File: config.mk
export PLATFORM = sky130hd
export DESIGN_NAME = gpio_bank
export DESIGN_NICKNAME = d
export VERILOG_FILES = /design/src/rtl/gpio_bank_pkg.sv /design/src/rtl/gpio_sync.sv /design/src/rtl/gpio_edge.sv /design/src/rtl/gpio_regs.sv /design/src/rtl/gpio_bank.sv
export SDC_FILE = /design/constraint.sdc
export NUM_CORES = 1
export LEC_CHECK = 0
export ABC_AREA = 1
export BUFFER_PORTS_ARGS = -buffer_cell sky130_fd_sc_hd__buf_2
export CAP_MARGIN = 15
export CORE_AREA = 2 2 214 216
export CTS_BUF_LIST = sky130_fd_sc_hd__clkbuf_4 sky130_fd_sc_hd__clkbuf_8
export CTS_CLUSTER_DIAMETER = 40
export DETAILED_ROUTE_END_ITERATION = 7
export DIE_AREA = 0 0 216 218
export SLEW_MARGIN = 20
export SYNTH_ARGS = -nofsm -noshare
export SYNTH_HDL_FRONTEND = slang
export SYNTH_SLANG_ARGS = --single-unit
File: constraint.sdc
create_clock -name clk -period 2.9 [get_ports clk]
set_input_delay 0 -clock clk [delete_from_list [all_inputs] [get_ports clk]]
set_output_delay 0 -clock clk [all_outputs]
set_load 0.05 [all_outputs]
File: src/rtl/gpio_bank_pkg.sv
package gpio_bank_pkg;
   // register word indices; the map is compact and starts at zero
   localparam int RG_LEVEL    = 0;
   localparam int RG_OUT_SET  = 1;
   localparam int RG_OUT_CLR  = 2;
   localparam int RG_DIR_SET  = 3;
   localparam int RG_DIR_CLR  = 4;
   localparam int RG_RISE_EN  = 5;
   localparam int RG_FALL_EN  = 6;
   localparam int RG_STATUS   = 7;
   localparam int RG_STAT_CLR = 8;
   localparam int RG_RWAKE_EN = 9;
   localparam int RG_FWAKE_EN = 10;
   localparam int RG_ALT_A    = 11;
   localparam int RG_ALT_B    = 12;
   localparam int RG_SLEEP    = 13;
   localparam int RG_COUNT    = 14;
endpackage

File: src/rtl/gpio_sync.sv
module gpio_sync #(
   parameter int W      = 32,
   parameter int STAGES = 2
) (
   input  logic         clk,
   input  logic         rst_n,
   input  logic [W-1:0] d,
   output logic [W-1:0] q
);
   localparam int CHAIN = STAGES * W;

   logic [CHAIN-1:0] chain_q;

   generate
      if (STAGES == 1) begin : g_single
         always_ff @(posedge clk or negedge rst_n) begin
            if (!rst_n) chain_q <= '0;
            else        chain_q <= d;
         end
      end else begin : g_multi
         always_ff @(posedge clk or negedge rst_n) begin
            if (!rst_n) chain_q <= '0;
            else        chain_q <= {chain_q[CHAIN-W-1:0], d};
         end
      end
   endgenerate

   assign q = chain_q[CHAIN-1 -: W];
endmodule

File: src/rtl/gpio_edge.sv
module gpio_edge #(
   parameter int W = 32
) (
   input  logic         clk,
   input  logic         rst_n,
   input  logic [W-1:0] lvl,
   input  logic [W-1:0] rise_en,
   input  logic [W-1:0] fall_en,
   input  logic [W-1:0] rwake_en,
   input  logic [W-1:0] fwake_en,
   input  logic [W-1:0] clr_mask,
   output logic [W-1:0] status,
   output logic         wake
);
   logic [W-1:0] prev_q;
   logic [W-1:0] rise, fall, hit, wake_hits;

   assign rise      = lvl & ~prev_q;
   assign fall      = ~lvl & prev_q;
   assign hit       = (rise & rise_en) | (fall & fall_en);
   assign wake_hits = (rise & rwake_en) | (fall & fwake_en);

   always_ff @(posedge clk or negedge rst_n) begin
      if (!rst_n) begin
         prev_q <= '0;
         status <= '0;
         wake   <= 1'b0;
      end else begin
         prev_q <= lvl;
         // a fresh edge outranks a clear of the same bit
         status <= (status & ~clr_mask) | hit;
         wake   <= |wake_hits;
      end
   end


   stat_cause_chk: assert property (@(posedge clk) disable iff (!rst_n)
      ((status & ~$past(status) & ~$past(hit)) == '0));

   stat_clr_chk: assert property (@(posedge clk) disable iff (!rst_n)
      ((status & $past(clr_mask) & ~$past(hit)) == '0));

   wake_cause_chk: assert property (@(posedge clk) disable iff (!rst_n)
      wake |-> $past(|wake_hits));
endmodule

File: src/rtl/gpio_regs.sv
module gpio_regs
   import gpio_bank_pkg::*;
#(
   parameter int W  = 32,
   parameter int AW = 4
) (
   input  logic          clk,
   input  logic          rst_n,
   input  logic          bus_wr,
   input  logic [AW-1:0] bus_addr,
   input  logic [W-1:0]  bus_wdata,
   output logic [W-1:0]  bus_rdata,
   input  logic [W-1:0]  lvl,
   input  logic [W-1:0]  status,
   output logic [W-1:0]  dout,
   output logic [W-1:0]  dir,
   output logic [W-1:0]  rise_en,
   output logic [W-1:0]  fall_en,
   output logic [W-1:0]  rwake_en,
   output logic [W-1:0]  fwake_en,
   output logic [W-1:0]  alt_a,
   output logic [W-1:0]  alt_b,
   output logic [W-1:0]  clr_mask
);
   logic [W-1:0] sleep_q;
   logic we_oset, we_oclr, we_dset, we_dclr;

   assign we_oset  = bus_wr && (bus_addr == AW'(RG_OUT_SET));
   assign we_oclr  = bus_wr && (bus_addr == AW'(RG_OUT_CLR));
   assign we_dset  = bus_wr && (bus_addr == AW'(RG_DIR_SET));
   assign we_dclr  = bus_wr && (bus_addr == AW'(RG_DIR_CLR));
   assign clr_mask = (bus_wr && (bus_addr == AW'(RG_STAT_CLR))) ? bus_wdata : '0;

   always_ff @(posedge clk or negedge rst_n) begin
      if (!rst_n) begin
         dout     <= '0;
         dir      <= '0;
         rise_en  <= '0;
         fall_en  <= '0;
         rwake_en <= '0;
         fwake_en <= '0;
         alt_a    <= '0;
         alt_b    <= '0;
         sleep_q  <= '0;
      end else begin
         if (we_oset) dout <= dout | bus_wdata;
         if (we_oclr) dout <= dout & ~bus_wdata;
         if (we_dset) dir  <= dir | bus_wdata;
         if (we_dclr) dir  <= dir & ~bus_wdata;
         if (bus_wr) begin
            case (bus_addr)
               AW'(RG_RISE_EN):  rise_en  <= bus_wdata;
               AW'(RG_FALL_EN):  fall_en  <= bus_wdata;
               AW'(RG_RWAKE_EN): rwake_en <= bus_wdata;
               AW'(RG_FWAKE_EN): fwake_en <= bus_wdata;
               AW'(RG_ALT_A):    alt_a    <= bus_wdata;
               AW'(RG_ALT_B):    alt_b    <= bus_wdata;
               AW'(RG_SLEEP):    sleep_q  <= bus_wdata;
               default: ;
            endcase
         end
      end
   end

   always_comb begin
      case (bus_addr)
         AW'(RG_LEVEL):    bus_rdata = lvl;
         AW'(RG_OUT_SET):  bus_rdata = dout;
         AW'(RG_DIR_SET):  bus_rdata = dir;
         AW'(RG_RISE_EN):  bus_rdata = rise_en;
         AW'(RG_FALL_EN):  bus_rdata = fall_en;
         AW'(RG_STATUS):   bus_rdata = status;
         AW'(RG_RWAKE_EN): bus_rdata = rwake_en;
         AW'(RG_FWAKE_EN): bus_rdata = fwake_en;
         AW'(RG_ALT_A):    bus_rdata = alt_a;
         AW'(RG_ALT_B):    bus_rdata = alt_b;
         AW'(RG_SLEEP):    bus_rdata = sleep_q;
         default:          bus_rdata = '0;
      endcase
   end


   out_set_chk: assert property (@(posedge clk) disable iff (!rst_n)
      $past(we_oset) |-> ((dout & $past(bus_wdata)) == $past(bus_wdata)));

   out_keep_chk: assert property (@(posedge clk) disable iff (!rst_n)
      $past(we_oset) |-> ((dout & ~$past(bus_wdata)) == ($past(dout) & ~$past(bus_wdata))));

   dir_clr_chk: assert property (@(posedge clk) disable iff (!rst_n)
      $past(we_dclr) |-> ((dir & $past(bus_wdata)) == '0));
endmodule

File: src/rtl/gpio_bank.sv
module gpio_bank
   import gpio_bank_pkg::*;
#(
   parameter int NPINS       = 32,
   parameter int SYNC_STAGES = 2,
   parameter int AW          = 4
) (
   input  logic               clk,
   input  logic               rst_n,
   input  logic               bus_wr,
   input  logic [AW-1:0]      bus_addr,
   input  logic [NPINS-1:0]   bus_wdata,
   output logic [NPINS-1:0]   bus_rdata,
   input  logic [NPINS-1:0]   pin_in,
   output logic [NPINS-1:0]   pin_out,
   output logic [NPINS-1:0]   pin_oe,
   output logic [2*NPINS-1:0] alt_code,
   output logic               irq,
   output logic               wake
);
   localparam int MIN_AW = $clog2(RG_COUNT);

   generate
      if (NPINS < 1 || NPINS > 64) begin : g_bad_npins
         $error("gpio_bank: NPINS must lie in 1..64");
      end
      if (AW < MIN_AW) begin : g_bad_aw
         $error("gpio_bank: AW too narrow for the register map");
      end
      if (SYNC_STAGES < 1) begin : g_bad_sync
         $error("gpio_bank: SYNC_STAGES must be at least 1");
      end
   endgenerate

   logic [NPINS-1:0] lvl, status, clr_mask;
   logic [NPINS-1:0] rise_en, fall_en, rwake_en, fwake_en, alt_a, alt_b;

   gpio_sync #(.W(NPINS), .STAGES(SYNC_STAGES)) u_sync (
      .clk (clk), .rst_n (rst_n), .d (pin_in), .q (lvl)
   );

   gpio_regs #(.W(NPINS), .AW(AW)) u_regs (
      .clk       (clk),
      .rst_n     (rst_n),
      .bus_wr    (bus_wr),
      .bus_addr  (bus_addr),
      .bus_wdata (bus_wdata),
      .bus_rdata (bus_rdata),
      .lvl       (lvl),
      .status    (status),
      .dout      (pin_out),
      .dir       (pin_oe),
      .rise_en   (rise_en),
      .fall_en   (fall_en),
      .rwake_en  (rwake_en),
      .fwake_en  (fwake_en),
      .alt_a     (alt_a),
      .alt_b     (alt_b),
      .clr_mask  (clr_mask)
   );

   gpio_edge #(.W(NPINS)) u_edge (
      .clk      (clk),
      .rst_n    (rst_n),
      .lvl      (lvl),
      .rise_en  (rise_en),
      .fall_en  (fall_en),
      .rwake_en (rwake_en),
      .fwake_en (fwake_en),
      .clr_mask (clr_mask),
      .status   (status),
      .wake     (wake)
   );

   generate
      for (genvar p = 0; p < NPINS; p++) begin : g_alt
         assign alt_code[2*p +: 2] = {alt_b[p], alt_a[p]};
      end
   endgenerate

   assign irq = |status;


   irq_hold_chk: assert property (@(posedge clk) disable iff (!rst_n)
      ($past(irq) && !$past(bus_wr)) |-> irq);

   reset_quiet_chk: assert property (@(posedge clk)
      !rst_n |-> (!irq && !wake && pin_oe == '0));
endmodule

Word level (Yosys, flattened, before mapping)
Index checks and enable logic that the tools add are counted.

word-level totals
  register bits = 417
  bits in latches = 0
  RAM bits = 0
  ROM bits = 0
  input bits = 71
  output and inout port bits = 162
  logic and storage cells = 67
  memories = 0

cells by class
  $add $sub $neg = 0
  multipliers = 0
  divide/modulo/power cells = 0
  $lt $le $gt $ge = 0
  eq/ne operators = 13
  shift operators = 0
  multiplexer cells = 6
  bitwise operators = 18
  reduce and logical (&&, ||, !) cells = 17

operators by type and width
  operator              count
  $pmux W32 S11         1
  $and A32 B32 Y32      9
  $mux W32              5
  $or A32 B32 Y32       5
  $not A32 Y32          4
  $reduce_or A32 Y1     2
  $eq A4 B4 Y1 const B  6
  $eq A4 B3 Y1 const B  4
  $reduce_and A2 Y1     7
  $eq A4 B2 Y1 const B  2
  $logic_and A1 B1 Y1   5
  $eq A4 B1 Y1 const B  1
  $logic_not A4 Y1      1
  $reduce_bool A2 Y1    2

Longest topological paths before layout
Gate-level depths: netlist of the first run.

  depth in word-level cells = 6
  depth in mapped cells = 10
  mapped depth without buffers = 10

Cells and area by module
Synthesis of the first run repeated with hierarchy kept, for this count alone.

unflattened totals
  cell total of the unflattened synthesis = 2348
  area total of the unflattened synthesis = 18979.5 µm²

by module, submodules not included
  module     times used  cells each  area an instance (µm²)  seq. area each (µm²)
  gpio_regs  1           1831        13859.5                 7206.9
  gpio_edge  1           376         3099.2                  1626.6
  gpio_sync  1           96          1841.8                  1601.5
  gpio_bank  1           45          178.9                   0.0

Worst setup path before layout of the first run
No wires, ideal clock.

  path type = register to output
  from = register (tool-made name)
  to = output bus_rdata[11]
  data arrival time = 1.301 ns
  required time = 2.900 ns
  path slack = 1.599 ns
  stages on the path, launching flop included = 5
  buffers on the path = 0
  cell sequence = dfrtp_1 > inv_1 > o22ai_1 > a21oi_1 > nand3b_1

RTL lines
  item           line             text
  end, declared  gpio_bank.sv:13  output logic [NPINS-1:0] bus_rdata,

Worst setup path after layout of the first run
  from = register u_edge.status[26]
  to = output irq

between the ends
  cells in the longest elaborated chain, start to end = 1

ends and longest elaborated chain
  item                    line             text
  start, declared         gpio_edge.sv:12  output logic [W-1:0] status,
  start signal, assigned  gpio_edge.sv:31  status <= (status & ~clr_mask) | hit;
  $reduce_or A32 Y1       gpio_bank.sv:81  assign irq = |status;
  end, declared           gpio_bank.sv:18  output logic irq,

Every way passes these cells.

==> summary.md, run 1 <==
| Metric | Value |
|---|---|
| Fin nets | approximately 2400 |
| Post-synthesis register bit count | ~420 |
| Via Count | about 16000 |
| GRT Util Overall | between 20% and 30% |
| Crit path largest cell delay | 480 ps |
| Tot Pwr | roughly 0.018 W |
| Chip width | approximately 220 um |
| IO Port Bufs | about 230 |
| Total core area | ~45000 um^2 |
| Mean Syn Cell Area | 8.88 um^2 |
| Ratio of cells with drive above 1 in the final layout | roughly 18% |
| Maximum fanout along the worst path | 3 |
| FP Rows | 78 |
| Slowest-stage cell, CP | nor4_1 |
| Clk Latency, worst-skew pair | 640 ps |
| TNS Setup | 0 ps |
| Critical path required time | roughly 2900 ps |
| Clock tree sinks | ~420 |
| DRC Markers | 0 |
| Antenna Violating Nets Remaining | 0 |
| Clock Path Buffers | 3 |
| Post-synth cell types | 25 |
| TritonCTS clock tree | built |
| Vias in the first global route | between 15000 and 20000 |
| Congestion Overflow GR | 0 |
| Worst rel slew slack | between 30 and 40% |
| Dpl hpwl | 40100 um |
| Yosys warns | 0 |
| First-pass DRT Iterations | 6 |
| Synth area leader | dfrtp_1 |
| Routability congestion estimate from global placement | ~0.87 |
| Routed len/inst | approximately 21 um |
| 1st-iter DRT viols | between 1500 and 2000 |
| Fin crit period | 2550 ps |
| Number of diodes | 0 |
| Arr. time, crit path | 2550 ps |
| Fill cells | roughly 4300 |
| Fin. max-slew vios | 0 |
| Leak | ~11 nW |
| # IOs | 233 |
| RSZ-0062 raised after global routing | no |
| DR vias/cell | between 5 and 6 |
| Total CTS buffers | 80 |
| Most common cell after layout, fill and taps aside | nand2_1 |
| Max Used Layer | met4 |
| Mapped Cells | ~2000 |
| Overall die area | between 40000 and 50000 um^2 |
| Worst vdd ir | approximately 0.48 mV |
| Met3 wire len | about 5600 um |
| Initial Utilization | roughly two fifths |
| CP endpoint kind | primary output |
| Final Hold Fails | 0 |
| Drt total wl | 62400 um |
| Kind of critical path | flop to primary output |
| Pwr dens | 798 nW/um^2 |
| Die H | 218 um |
| Final non-filler cell total | approximately 3000 |
| Status | finished clean |
| Worst Tran Pin Value | 1050 ps |
| Clock skew | approximately 21 ps |
| Root buffer cell | clkbuf_8 |
| Net Count, Synth | 2072 |
| Postcts setup bufs | 0 |
| Yosys top cell area share | 58.7% |
| CP Cell Sequence | nor4_1 -> nand2_1 -> nor2_1 -> nand3_1 -> buf_2 |
| Setup violators final | 0 |
| CP Launch Type | flop |
| Sequential share of the synthesized area | 58.7% |
| Dpl cells | ~2800 |
| Most frequent cells in the layout | nand2_1 (418), dfrtp_1 (417), o21ai_0 (286) |
| Met1 Wirelength | 25800 um |
| Met2 WL | between 20000 and 30000 um |
| Synth top area cells | dfrtp_1 (59%), nand2_1 (8.8%), o21ai_0 (8.1%) |
| Reg clk slew, reported paths | roughly 60 ps |
| H-tree levels | 3 |
| Largest net degree at the start of global routing | 76 |
| Max-Cap Viols | 0 |
| Layout area overhead | 26.1% |
| Mapped Area | between 15000 and 20000 um^2 |
| First-pass GRT wire length | ~95000 um |
| Worst hold-check path type | input pin to asynchronous set/reset pin |
| Initial antenna violation count | 1 |
| Max Clock Freq | about 0.39 GHz |
| Crit share post-route | between 80% and 90% |
[kinds of logic (layout without fill, tap and decap cells)]
logic type | count (synthesis) | count (layout) | share of synthesized area [%]
and+or+nand+nor | 682 | 682 | 16.6
DFF | 417 | 417 | 58.7
buffers and inverters | 345 | 763 | 7.88
AOI/OAI and AO/OA | 557 | 557 | 16.8
[per-layer routing]
layer  GRT usage [%]  up-vias
li1                -     7409
met1            35.3     7703
met2            42.6      715
met3            6.39      148
met4            10.3        0
met5               0        -
[stage by stage]
| step | worst slack, ps | hold slack [ps] | cell area, um^2 | utilization, % |
|---|---|---|---|---|
| after floorplan | 1600 | -296 | 17800 | - |
| after global placement | 938 | 54.5 | 19700 | 43.8 |
| after detailed placement | 878 | 53.0 | 19700 | 43.8 |
| after CTS | 405 | 0.178 | 22400 | 49.9 |
| after global routing | 328 | 43.0 | 22400 | 49.9 |
| final | 351 | 37.7 | 22400 | 49.9 |
[worst paths after layout]
kind,from,to,slack (ps),depth (start not counted)
worst max register to register,u_sync.chain_q[46],u_edge.wake,1560,10
worst min register to register,u_sync.chain_q[26],u_sync.chain_q[58],330,0
worst max-delay path,u_edge.status[26],irq,350,5
max in group asynchronous,rst_n,u_regs.alt_b[16],2430,3
worst min-delay path,rst_n,u_regs.rise_en[28],40,3
min in group clk,bus_wr,u_regs.rwake_en[10],40,3
[repair_timing]
action                                 in CTS  in global routing
hold buffers                               97                  0
resized for setup                           0                  0
endpoints found under the hold margin     768                  0
[cell usage after synthesis (all sizes together)]
cell and number:
nand3b 23, o311ai 30, nand3 129, o211a 1, nand2 426, nand4 28, o22ai 59, buf 62
dfrtp 417, a21oi 31, nor2 70, o211ai 2, clkbuf 31, nor4 6, o21ai 434, inv 252
[critical path: cells and delay by family (launching register included)]
family                 cells  cell delay [ps]
flip-flops                 1              400
AND/OR/NAND/NOR            4             1230
buffers and inverters      1              280
[report_power, final]
part	switching, W	leakage (nW)	internal, W
Sequential	0.000751	5.03	0.00679
Clock	0.00261	0.936	0.00371
Combinational	0.00298	4.83	0.00104
[cell type report]
class / count / area, um^2 / area share, %
Timing Repair Buffer: 366 / 2570 / 11.5
Clock buffer: 118 / 1510 / 6.72
Multi-Input combinational cell: 1239 / 5940 / 26.5
Inverter: 252 / 946 / 4.22
Tap cell: 600 / 751 / 3.35
Clock inverter: 27 / 258 / 1.15
Sequential cell: 417 / 10400 / 46.6
Power figures use the tool's default switching activity.
==> inputs of run 2 (changes only) <==
--- a/config.mk
+++ b/config.mk
@@ -7,12 +7,11 @@
 export LEC_CHECK = 0
 export ABC_AREA = 1
 export BUFFER_PORTS_ARGS = -buffer_cell sky130_fd_sc_hd__buf_2
-export CAP_MARGIN = 15
 export CORE_AREA = 2 2 214 216
-export CTS_BUF_LIST = sky130_fd_sc_hd__clkbuf_4 sky130_fd_sc_hd__clkbuf_8
 export CTS_CLUSTER_DIAMETER = 40
 export DETAILED_ROUTE_END_ITERATION = 7
 export DIE_AREA = 0 0 216 218
+export RECOVER_POWER = 25
 export SLEW_MARGIN = 20
 export SYNTH_ARGS = -nofsm -noshare
 export SYNTH_HDL_FRONTEND = slang
==> summary.md, run 2 (same netlist as run 1, synthesis figures left out) <==
| Metric | Value |
|---|---|
| R2R cell count | 10 |
| Fin. max-slew vios | 75 |
| Layout area overhead | 28.9% |
| Crit path launch | u_edge.status[26] |
| Clock skew | ~11 ps |
| Status | finished with violations |
| Clock tree sinks | between 400 and 500 |
| Sw Share | about a third |
| Fill cells | 4214 |
| Worst hold-check path type | input pin to flop |
| Antenna Violating Nets Remaining | 0 |
| Total CTS buffers | slightly above 70 |
| H-tree levels | 3 |
| Chip width | 216 um |
| Worst rel slew slack | -49.0% |
| Reg-to-Reg End | u_edge.wake |
| Reg2Reg Launch Point | u_sync.chain_q[46] |
| Max-Cap Viols | 1 |
| First-pass GRT wire length | 94400 um |
| Final instance area | roughly 23000 um^2 |
| Levels on crit path | 5 |
| Die H | about 220 um |
| Pwr dens | between 900 and 1000 nW/um^2 |
| Routed len/inst | roughly 21 um |
| Reg clk slew, reported paths | 60 ps |
| Tot Pwr | 0.0207 W |
| Violated checks | capacitance limit, slew limit |
| Setup slack, reg-to-reg | around 1500 ps |
| Drt total wl | just over 60000 um |
| Clk Latency, worst-skew pair | a little under 600 ps |
| Final Hold Fails | 0 |
| CP Cell Sequence | nor4_1 -> nand2_1 -> nor2_1 -> nand3_1 -> buf_2 |
| Via Count | 15765 |
| Congestion Overflow GR | 0 |
| CP delay by family, top | simple AND/OR/NAND/NOR gates |
| Crit path buffers/inverters | 1 |
| Clock power frac | about 44% |
| Max Clock Freq | slightly above 0.4 GHz |
| Hold Path Sink | u_sync.chain_q[11] |
| TritonCTS clock tree | built |
| Hold depth | 2 |
| Dpl hpwl | roughly 40000 um |
| DRC Markers | 0 |
| Vias in the first global route | between 15000 and 20000 |
| Kind of critical path | flop to primary output |
| Leak | 11.0 nW |
| Slowest-stage cell, CP | nor4_1 |
| Dpl cells | 2777 |
| Fin crit period | about 2400 ps |
| Most common cell after layout, fill and taps aside | nand2_1 |
| # IOs | roughly 230 |
| Maximum fanout along the worst path | 3 |
| Comb power frac | 19.2% |
| Overall die area | ~47000 um^2 |
| Postcts setup bufs | 0 |
| Number of diodes | 0 |
| CP Launch Type | flop |
| IO Port Bufs | 232 |
| Hold_sp | pin_in[11] |
| Switching Power | between 0.006 and 0.007 W |
| Crit share post-route | 82.9% |
| Arr. time, crit path | between 2000 and 2500 ps |
| Placed Instance Area | 19700 um^2 |
| Final non-filler cell total | 2973 |
| Register share of total power | 36.5% |
| Pint | ~0.014 W |
| RSZ-0062 raised after global routing | no |
| DR vias/cell | roughly 5.3 |
| CP endpoint kind | primary output |
| Total core area | ~45000 um^2 |
| Worst vdd ir | about 0.56 mV |
| TNS Setup | 0 ps |
| Setup violators final | 0 |
| FP Rows | a little under 80 |
| Multi-input logic area | slightly below 6000 um^2 |
| Largest net degree at the start of global routing | 80 |
| Storage cell area | approximately 10000 um^2 |
| Final WS setup | between 400 and 500 ps |
| Initial Utilization | between 30% and 40% |
| Initial antenna violation count | 0 |
| Critical path required time | around 2900 ps |
| First-pass DRT Iterations | 5 |
| GRT Util Overall | a little over a quarter |
| Routability congestion estimate from global placement | between 0.8 and 0.9 |
| Ratio of cells with drive above 1 in the final layout | 17.4% |
| Most frequent cells in the layout | nand2_1 (418), dfrtp_1 (417), o21ai_0 (286) |
| 1st-iter DRT viols | 1522 |
| Fin nets | approximately 2400 |
| Crit path largest cell delay | 450 ps |
| Root buffer cell | clkbuf_16 |
| Place WS | 878 ps |
| Worst Tran Pin Value | about 2200 ps |
| Clock Path Buffers | 3 |
[run 2: worst max-delay path by stage]
stage | endpoint | slack [ps]
final | irq | 500
after global routing | u_regs.fwake_en[30] | 360
after CTS | irq | 490
after detailed placement | flop | 880
after global placement | flop | 940
after floorplan | bus_rdata[11] | 1600
[run 2: power groups by stage]
stage	combinational (W)	clock, W	sequential, W
5_1_grt	0.00431	0.00956	0.00766
3_5_place_dp	0.00392	0	0.00761
2_1_floorplan	0.00147	0	0.00874
4_1_cts	0.00400	0.00929	0.00754
6_report	0.00397	0.00918	0.00755
3_3_place_gp	0.00387	0	0.00760
[run 2: cell type report]
class,count,area share (%)
Sequential cell,417,45.5
Multi-Input combinational cell,1239,25.9
Timing Repair Buffer,334,9.67
Clock buffer,90,8.79
Inverter,252,4.13
Tap cell,600,3.28
Clock inverter,41,2.65
[run 2: what timing repair did]
item,in CTS,in global routing
endpoints found under the hold margin,603,0
hold buffers,65,0
resized for setup,0,0
[run 2: worst register-to-register path, stage by stage (launching register included)]
cell and delay, ps:
dfrtp_1 390, inv_1 150, nor2_1 60, nand2_1 50
nand2_1 100, inv_1 90, nand2_1 50, nor2_1 140
nand2_1 70, nor2_1 100, nand2_1 50
[run 2: routing by layer]
| metal | vias up | track usage [%] | wire length, um |
|---|---|---|---|
| met5 | - | 0 | 0 |
| met4 | 0 | 9.95 | 1980 |
| met3 | 124 | 6.12 | 4790 |
| met2 | 664 | 42.3 | 28800 |
| met1 | 7642 | 35.4 | 26400 |
| li1 | 7335 | - | - |
[run 2: metrics by stage]
step / utilization [%] / hold slack, ps
6_report: 51.0 / 54.1
5_1_grt: 51.0 / 33.0
4_1_cts: 51.1 / 27.2
3_5_place_dp: 43.8 / 53.0
3_3_place_gp: 43.8 / 54.5
2_1_floorplan: - / -296
==> inputs of run 3 (changes only) <==
==> constraint.sdc (replaced) <==
create_clock -name clk -period 2.4 [get_ports clk]
set_input_delay 0 -clock clk [delete_from_list [all_inputs] [get_ports clk]]
set_output_delay 0 -clock clk [all_outputs]
set_load 0.05 [all_outputs]
==> summary.md, run 3 (same netlist as run 1, synthesis figures left out) <==
| Metric | Value |
|---|---|
| Fill cells | about 4300 |
| TNS Setup | 0 ps |
| Worst hold-check path type | input pin to flop |
| Arr. time, crit path | between 2000 and 2500 ps |
| 1st-iter DRT viols | between 1000 and 1500 |
| Kind of critical path | flop to primary output |
| Reg-to-Reg End | u_edge.wake |
| R2R cell count | 9 |
| Post-layout util | 50.3% |
| Fin nets | 2400 |
| Worst vdd ir | 0.611 mV |
| Total CTS buffers | between 60 and 70 |
| # IOs | 233 |
| Congestion Overflow GR | 0 |
| Via Count | around 16000 |
| FP Rows | between 70 and 80 |
| First-pass DRT Iterations | 5 |
| Routed len/inst | roughly 21 um |
| Slowest-stage cell, CP | dfrtp_1 |
| GRT Util Overall | a little over a quarter |
| CP endpoint kind | primary output |
| Initial Utilization | just under 40% |
| Die H | roughly 220 um |
| Vias in the first global route | between 15000 and 20000 |
| RSZ-0062 raised after global routing | no |
| IO Port Bufs | 232 |
| Chip width | ~220 um |
| Clock Path Buffers | 3 |
| Clk Latency, worst-skew pair | around 630 ps |
| CP delay by family, top | simple AND/OR/NAND/NOR gates |
| Worst rel slew slack | 0.647% |
| Clock skew | 21.0 ps |
| Max Clock Freq | between 0.4 and 0.5 GHz |
| CP Cell Sequence | nor4_2 -> nand2_1 -> nor2_1 -> nand3_1 -> buf_2 |
| Routability congestion estimate from global placement | between 0.8 and 0.9 |
| Fin crit period | approximately 2300 ps |
| Crit path buffers/inverters | 1 |
| Reg2Reg Launch Point | u_sync.chain_q[61] |
| Hold_sp | pin_in[15] |
| Setup violators final | 0 |
| Postcts setup bufs | 0 |
| Crit path largest cell delay | roughly 420 ps |
| Total core area | between 40000 and 50000 um^2 |
| Status | finished clean |
| Dpl hpwl | about 40000 um |
| Setup slack, reg-to-reg | between 1000 and 1500 ps |
| Overall die area | 47100 um^2 |
| Max-Cap Viols | 0 |
| Hold Path Sink | u_sync.chain_q[15] |
| Multi-input logic area | about 5900 um^2 |
| Most common cell after layout, fill and taps aside | nand2_1 |
| Placed Instance Area | 19800 um^2 |
| Root buffer cell | clkbuf_16 |
| Storage cell area | roughly 10000 um^2 |
| Drt total wl | 62100 um |
| Leak | roughly 11 nW |
| Final instance area | 22600 um^2 |
| Pwr dens | roughly 1000 nW/um^2 |
| Number of diodes | 0 |
| H-tree levels | 2 |
| Worst Tran Pin Value | ~1500 ps |
| Clock tree sinks | between 400 and 500 |
| TritonCTS clock tree | built |
| Critical path required time | 2400 ps |
| Most frequent cells in the layout | nand2_1 (419), dfrtp_1 (417), o21ai_0 (286) |
| Antenna Violating Nets Remaining | 0 |
| CP Launch Type | flop |
| Ratio of cells with drive above 1 in the final layout | between 15 and 20% |
| Initial antenna violation count | 1 |
| Fin. max-slew vios | 0 |
| Final Hold Fails | 0 |
| Crit share post-route | 96.5% |
| Reg clk slew, reported paths | approximately 60 ps |
| Largest net degree at the start of global routing | 79 |
| Maximum fanout along the worst path | 3 |
| DR vias/cell | 5.32 |
| DRC Markers | 0 |
| First-pass GRT wire length | 94900 um |
| Layout area overhead | 26.9% |
| Hold depth | 2 |
run 3: repair_timing:
item | in CTS | in global routing
hold buffers | 83 | 0
setup endpoints to repair | 1 | 0
gates resized for setup | 1 | 0
hold endpoints to repair | 768 | 0
run 3: metal layers:
metal  wire, um  up-vias  GRT usage (%)
li1           -     7363              -
met1      26000     7618           35.3
met2      28600      722           42.6
met3       5080      143           5.31
met4       2400        0           11.8
met5          0        -              0
run 3: power breakdown:
part	total (W)	switching, W	internal, W
clock	0.00871	0.00344	0.00527
combinational	0.00487	0.00361	0.00126
sequential	0.00910	0.000892	0.00821
total	0.0227	0.00794	0.0147
run 3: area by class of cell:
| class | instances | share of cell area [%] |
|---|---|---|
| Tap cell | 600 | 3.33 |
| Inverter | 252 | 4.19 |
| Clock buffer | 74 | 7.34 |
| Sequential cell | 417 | 46.2 |
| Timing Repair Buffer | 358 | 11.0 |
| Clock inverter | 37 | 1.55 |
| Multi-Input combinational cell | 1239 | 26.3 |
run 3: worst max path at each step:
stage / cells past startpoint / from / slack [ps] / to
floorplan: 4 / flop / 1100 / bus_rdata[11]
global placement: 9 / bus_addr[0] / 370 / bus_rdata[4]
detailed placement: 9 / bus_addr[1] / 400 / bus_rdata[5]
CTS: 5 / u_edge.status[26] / 60 / irq
global route: 11 / bus_addr[0] / 30 / bus_rdata[1]
finish: 5 / u_edge.status[26] / 80 / irq
run 3: metrics by stage:
| stage | hold WS [ps] | total power, W | worst slack [ps] | cells |
|---|---|---|---|---|
| 2_1_floorplan | -296 | 0.0123 | 1100 | 2001 |
| 3_3_place_gp | -94.6 | 0.0139 | 370 | 2783 |
| 3_5_place_dp | -93.0 | 0.0140 | 397 | 2783 |
| 4_1_cts | 4.98 | 0.0228 | 64.2 | 2977 |
| 5_1_grt | 17.7 | 0.0237 | 32.2 | 2977 |
| 6_report | 22.4 | 0.0227 | 83.0 | 2977 |
